[src/rtl/io_cs_pkg.sv]
package io_cs_pkg;
  localparam int NUM_SEL  = 4;
  localparam int ADDR_W   = 16;
  localparam int BYTE_W   = 8;
  localparam int M0_LSB   = 2;   // mode 0 window: 4 ports
  localparam int M1_LSB   = 4;   // mode 1 window: 16 ports
  localparam int QUAL_LSB = 12;
  localparam int XA_W     = M1_LSB;
  localparam int CFG_AW   = $clog2(2 * NUM_SEL + 2);
  localparam int DIS_BIT  = 0;
  localparam int LOCK_BIT = 1;

  typedef struct packed {
    logic [BYTE_W-1:0] hi;
    logic [BYTE_W-1:0] lo;
  } base_t;
endpackage

[src/rtl/io_cs_cfg.sv]
module io_cs_cfg
  import io_cs_pkg::*;
#(
  parameter int NSEL = NUM_SEL
) (
  input  logic                    clk_i,
  input  logic                    rst_ni,
  input  logic                    we_i,
  input  logic [CFG_AW-1:0]       waddr_i,
  input  logic [BYTE_W-1:0]       wdata_i,
  output base_t [NSEL-1:0]        base_o,
  output logic                    mode_o,
  output logic                    qual_o
);
  localparam logic [CFG_AW-1:0] MODE_A = CFG_AW'(2 * NSEL);
  localparam logic [CFG_AW-1:0] QUAL_A = CFG_AW'(2 * NSEL + 1);

  for (genvar k = 0; k < NSEL; k++) begin : g_sel
    localparam logic [CFG_AW-1:0] HI_A = CFG_AW'(2 * k);
    localparam logic [CFG_AW-1:0] LO_A = CFG_AW'(2 * k + 1);
    base_t r;

    always_ff @(posedge clk_i or negedge rst_ni) begin
      if (!rst_ni) begin
        r.hi <= '0;
        r.lo <= BYTE_W'(1 << DIS_BIT);
      end else if (we_i && !r.lo[LOCK_BIT]) begin
        if (waddr_i == HI_A) r.hi <= wdata_i;
        else if (waddr_i == LO_A) r.lo <= wdata_i;
      end
    end

    assign base_o[k] = r;


    lock_hold_chk: assert property (@(posedge clk_i) disable iff (!rst_ni)
      r.lo[LOCK_BIT] |=> ($stable(r) && r.lo[LOCK_BIT]));
  end

  always_ff @(posedge clk_i or negedge rst_ni) begin
    if (!rst_ni) begin
      mode_o <= 1'b0;
      qual_o <= 1'b0;
    end else if (we_i) begin
      if (waddr_i == MODE_A) mode_o <= wdata_i[0];
      if (waddr_i == QUAL_A) qual_o <= wdata_i[0];
    end
  end
endmodule

[src/rtl/io_cs_match.sv]
module io_cs_match
  import io_cs_pkg::*;
#(
  parameter int NSEL = NUM_SEL
) (
  input  logic [ADDR_W-1:0] addr_i,
  input  base_t [NSEL-1:0]  base_i,
  input  logic              mode_i,
  input  logic              qual_i,
  output logic [NSEL-1:0]   hit_o
);
  localparam int HI_LSB = ADDR_W - BYTE_W;

  logic q_ok;
  assign q_ok = !qual_i || (addr_i[ADDR_W-1:QUAL_LSB] == '0);

  for (genvar k = 0; k < NSEL; k++) begin : g_cmp
    localparam bit IN_M1 = (k < NSEL / 2);
    logic hi_ok, m0_ok, m1_ok, lo_ok, avail;
    assign hi_ok = addr_i[ADDR_W-1:HI_LSB] == base_i[k].hi;
    assign m0_ok = addr_i[BYTE_W-1:M0_LSB] == base_i[k].lo[BYTE_W-1:M0_LSB];
    assign m1_ok = addr_i[BYTE_W-1:M1_LSB] == base_i[k].lo[BYTE_W-1:M1_LSB];
    assign lo_ok = mode_i ? m1_ok : m0_ok;
    assign avail = !mode_i || IN_M1;
    assign hit_o[k] = hi_ok && lo_ok && q_ok && avail && !base_i[k].lo[DIS_BIT];
  end
endmodule

[src/rtl/io_cs_prio.sv]
module io_cs_prio #(
  parameter int N = 4
) (
  input  logic [N-1:0] req_i,
  output logic [N-1:0] gnt_o
);
  always_comb begin
    gnt_o = '0;
    for (int i = N - 1; i >= 0; i--) begin
      if (req_i[i]) gnt_o = N'(1) << i;
    end
  end
endmodule

[src/rtl/io_cs_decoder.sv]
module io_cs_decoder
  import io_cs_pkg::*;
(
  input  logic              clk_i,
  input  logic              rst_ni,
  input  logic [ADDR_W-1:0] addr_i,
  input  logic              io_rd_i,
  input  logic              io_wr_i,
  input  logic              cfg_we_i,
  input  logic [CFG_AW-1:0] cfg_addr_i,
  input  logic [BYTE_W-1:0] cfg_wdata_i,
  output logic [NUM_SEL-1:0] cs_n_o,
  output logic [XA_W-1:0]   xa_o,
  output logic              rd_n_o,
  output logic              wr_n_o
);
  base_t [NUM_SEL-1:0] base;
  logic                mode, qual, cyc, any_gnt;
  logic [NUM_SEL-1:0]  hit, req, gnt;

  io_cs_cfg #(.NSEL(NUM_SEL)) u_cfg (
    .clk_i(clk_i), .rst_ni(rst_ni), .we_i(cfg_we_i), .waddr_i(cfg_addr_i),
    .wdata_i(cfg_wdata_i), .base_o(base), .mode_o(mode), .qual_o(qual)
  );

  io_cs_match #(.NSEL(NUM_SEL)) u_match (
    .addr_i(addr_i), .base_i(base), .mode_i(mode), .qual_i(qual), .hit_o(hit)
  );

  assign cyc = io_rd_i || io_wr_i;
  assign req = hit & {NUM_SEL{cyc}};

  io_cs_prio #(.N(NUM_SEL)) u_prio (.req_i(req), .gnt_o(gnt));

  assign any_gnt = |gnt;
  assign cs_n_o  = ~gnt;
  assign rd_n_o  = !(io_rd_i && any_gnt);
  assign wr_n_o  = !(io_wr_i && any_gnt);
  assign xa_o    = mode ? addr_i[XA_W-1:0]
                        : {{(XA_W-M0_LSB){1'b0}}, addr_i[M0_LSB-1:0]};


  cs_idle_chk: assert property (@(posedge clk_i) disable iff (!rst_ni)
    !cyc |-> (cs_n_o == '1));

  cs_onehot_chk: assert property (@(posedge clk_i) disable iff (!rst_ni)
    $onehot0(~cs_n_o));

  m1_upper_chk: assert property (@(posedge clk_i) disable iff (!rst_ni)
    mode |-> (&cs_n_o[NUM_SEL-1:NUM_SEL/2]));

  strobe_cs_chk: assert property (@(posedge clk_i) disable iff (!rst_ni)
    (!rd_n_o || !wr_n_o) |-> (cs_n_o != '1));
endmodule

[config.mk]
export PLATFORM = sky130hd
export DESIGN_NAME = io_cs_decoder
export DESIGN_NICKNAME = d
export VERILOG_FILES = /design/src/rtl/io_cs_pkg.sv /design/src/rtl/io_cs_cfg.sv /design/src/rtl/io_cs_match.sv /design/src/rtl/io_cs_prio.sv /design/src/rtl/io_cs_decoder.sv
export SDC_FILE = /design/constraint.sdc
export NUM_CORES = 1
export LEC_CHECK = 0
export CAP_MARGIN = 20
export CORE_MARGIN = 4
export CORE_UTILIZATION = 57
export CTS_BUF_LIST = sky130_fd_sc_hd__clkbuf_8
export CTS_CLUSTER_DIAMETER = 100
export DETAILED_ROUTE_END_ITERATION = 8
export GPL_TIMING_DRIVEN = 0
export PLACE_DENSITY_LB_ADDON = 0.25
export SYNTH_ARGS = -nofsm -noshare
export SYNTH_HDL_FRONTEND = slang
export SYNTH_SLANG_ARGS = --single-unit
[constraint.sdc]
create_clock -name clk_i -period 2.94 [get_ports clk_i]
set_clock_uncertainty 0.2 [all_clocks]
set_input_delay 0.588 -clock clk_i [delete_from_list [all_inputs] [get_ports clk_i]]
set_output_delay 0.588 -clock clk_i [all_outputs]
set_load 0.02 [all_outputs]
==> results.json <==
{
  "min_path_type": "in2async",
  "stdcell_count": 381,
  "clockBufferDepth": 2,
  "grt_overflow": 0,
  "final.fill_count": 377,
  "r2r_slack_ps": 1090,
  "syn-cell-area_sq_mm": 0.003316,
  "crit_type": "in2out",
  "vias": 2180,
  "period_share_pct": 101.6,
  "drc": 0,
  "grt_max_degree": 67,
  "place_ws_ps": -941.6,
  "grt_usage_pct": 22.61,
  "synthesis.nets": 288,
  "grt_pass1_wl_um": 11980,
  "cap_violations": 0,
  "regArea_sq_mm": 0.001657,
  "clockRootBuffer": "clkbuf_8",
  "fp.dieH_um": 84.27,
  "max_freq_mhz": 334.7,
  "place_area_sq_mm": 0.003734,
  "syn_area_per_cell_sq_um": 13.00,
  "synth_cells": 255,
  "finalSetupTns_ps": -63.55,
  "hold_violations": 0,
  "drt-pass1-iter-count": 4,
  "max_slew_margin_pct": 45.78,
  "finalSetupViolations": 2,
  "synth.distinct_cells": 35,
  "nets": 337,
  "worstMarginPinSlew_ps": 813.2,
  "area_growth_pct": 22.26,
  "dp.cells": 360,
  "core-area_sq_mm": 0.005574,
  "critical_path_required_ps": 2150,
  "violations": "negative setup slack",
  "wl_per_cell_um": 19.79,
  "io_pins": 43,
  "outcome": "finished with violations",
  "critPathCaptureType": "output pin",
  "antenna_cells": 0,
  "portBuffers": 33,
  "numCtsBuffers": 9,
  "drive_gt1_share_pct": 43.69,
  "initial_core_util_pct": 59.48,
  "power_leakage_nw": 1.798,
  "drtIter0Drc": 137,
  "cellPowerDensity_mw_per_mm2": 676.5,
  "rsz0062_at_grt": "true",
  "clock_sinks": 66,
  "grt_pass1_vias": 2343,
  "ys_warn_count": 0,
  "antenna_found_initial": 0,
  "postLayoutCellArea_sq_mm": 0.004054,
  "startpoint_type": "primary input",
  "clk_pin_slew_ps": 70,
  "cts_tree": "built",
  "multi_input_area_sq_mm": 0.001697,
  "critical_path_peak_fanout": 5,
  "dpl.hpwl_um": 5079,
  "fin_total_pwr_mw": 2.743,
  "place_congestion": 0.7978,
  "chipWidth_um": 84.27,
  "setup_slack_ps": -47.59,
  "fin_crit_ps": 2988,
  "vdd_drop_max_mv": 0.4827,
  "rows": 27,
  "vias_per_cell": 5.722,
  "die_area_sq_mm": 0.007101,
  "drtAntennaViolNets": 0,
  "ff2ff_path_depth": 3,
  "drt-total-wl_um": 7539,
  "synth_seq_cells": 66,
  "clk_latency_ps": 350,
  "finalMaxSlewViolations": 0,
  "htreeDepth": 3,
  "critPathArrivalTime_ps": 2200,
  "ys_seq_area_share_pct": 49.96
}
state kept, by name, indices dropped and copies added (netlist names):
name          cells
u_cfg.qual_o      1
u_cfg.mode_o      1
u_cfg.base_o     64
per-stage QoR:
stage / utilization [%] / hold slack (ps)
2_1_floorplan: - / 92.41
4_1_cts: 72.50 / 152.9
3_5_place_dp: 66.98 / 255.1
6_report: 72.73 / 113.6
3_3_place_gp: 67.03 / 252.3
5_1_grt: 72.73 / 180.3
metal layers:
metal / GRT usage, % / share of wire (%) / up-vias
li1: - / - / 996
met1: 27.12 / 43 / 1117
met2: 38.24 / 51 / 54
met3: 6.281 / 4.7 / 13
met4: 9.503 / 2.0 / 0
met5: 0 / 0 / -
placed cells by master, fill, tap and decap left out, types with 2 or more instances in the layout:
master           count
nand2_1              7
nor3_2               4
clkinvlp_4           3
xor2_1              52
buf_2                9
mux2_4               8
nand4_1              4
mux2_2              54
nor2_1               6
xnor2_1              4
o31ai_1              2
buf_6                3
clkbuf_4             3
nor4_1               3
a21o_1               2
clkbuf_8            10
dlymetal6s2s_1       2
buf_4                9
clkbuf_2             3
dfrtp_1             62
clkdlybuf4s15_2      3
dfstp_2              4
or2_4                3
nor4_2               8
a21oi_1              2
clkdlybuf4s50_1     16
a31o_2               2
and2_1               2
nor3_1               4
worst paths after layout:
check	from	to
setup / recovery	addr_i[12]	cs_n_o[3]
hold / removal	rst_ni	u_cfg.base_o[30]
setup reg to reg	u_cfg.base_o[49]	u_cfg.base_o[57]
hold reg to reg	u_cfg.base_o[1]	u_cfg.base_o[1]
max in group asynchronous	rst_ni	u_cfg.base_o[38]
min in group clk_i	u_cfg.base_o[1]	u_cfg.base_o[1]
logic make-up after synthesis:
family	after synthesis	share of synthesized area [%]
xor gates and xnor gates	56	14.79
DFF	66	49.96
and+or+nand+nor	49	8.944
muxes	62	21.96
buffers and inverters	11	1.811
AOI/OAI and AO/OA	11	2.528
layout make-up:
class,count,share of cell area [%]
Sequential cell,66,40.86
Buffer,11,1.790
Tap cell,72,2.222
Clock inverter,6,1.636
Timing Repair Buffer,38,8.241
Multi-Input combinational cell,178,41.85
Clock buffer,10,3.395
synthesized netlist by cell type (all sizes together):
library cell	instances	share of area [%]
a21o	2	0.45
a21oi	2	0.30
a31o	2	0.53
and2	2	0.38
buf	7	1.4
clkbuf	4	0.45
dfrtp	62	47
dfstp	4	3.2
mux2	62	22
nand2	7	0.79
nand3b	1	0.23
nand4	4	0.75
nor2	6	0.68
nor2b	1	0.19
nor3	8	1.5
nor3b	1	0.23
nor4	11	2.1
o21ai	1	0.15
o22ai	1	0.38
o31ai	2	0.45
o41ai	1	0.26
or2	3	0.57
or3b	2	0.60
or4	1	0.23
or4b	2	0.72
xnor2	4	1.1
xor2	52	14
worst max-delay path: stages:
cell      delay [ps]
clkbuf_4         170
o41ai_4          410
o21ai_2          150
buf_4            170
nor3_2           200
or3b_1           380
buf_6            140
power breakdown:
group | switching [mW] | internal [mW] | leakage [nW] | total (mW)
combinational | 0.286 | 0.368 | 0.900 | 0.654
clock | 0.364 | 0.414 | 0.0945 | 0.778
sequential | 0.166 | 1.15 | 0.803 | 1.31
total | 0.816 | 1.93 | 1.80 | 2.74
repair_timing:
item | 4_1_cts | 5_1_grt
hold buffers | 0 | 0
pin swaps | 18 | 12
buffers inserted | 4 | 1
gates resized for setup | 74 | 12
endpoints found under the setup margin | 6 | 6
Note: power is estimated with default switching activity, not from simulation.
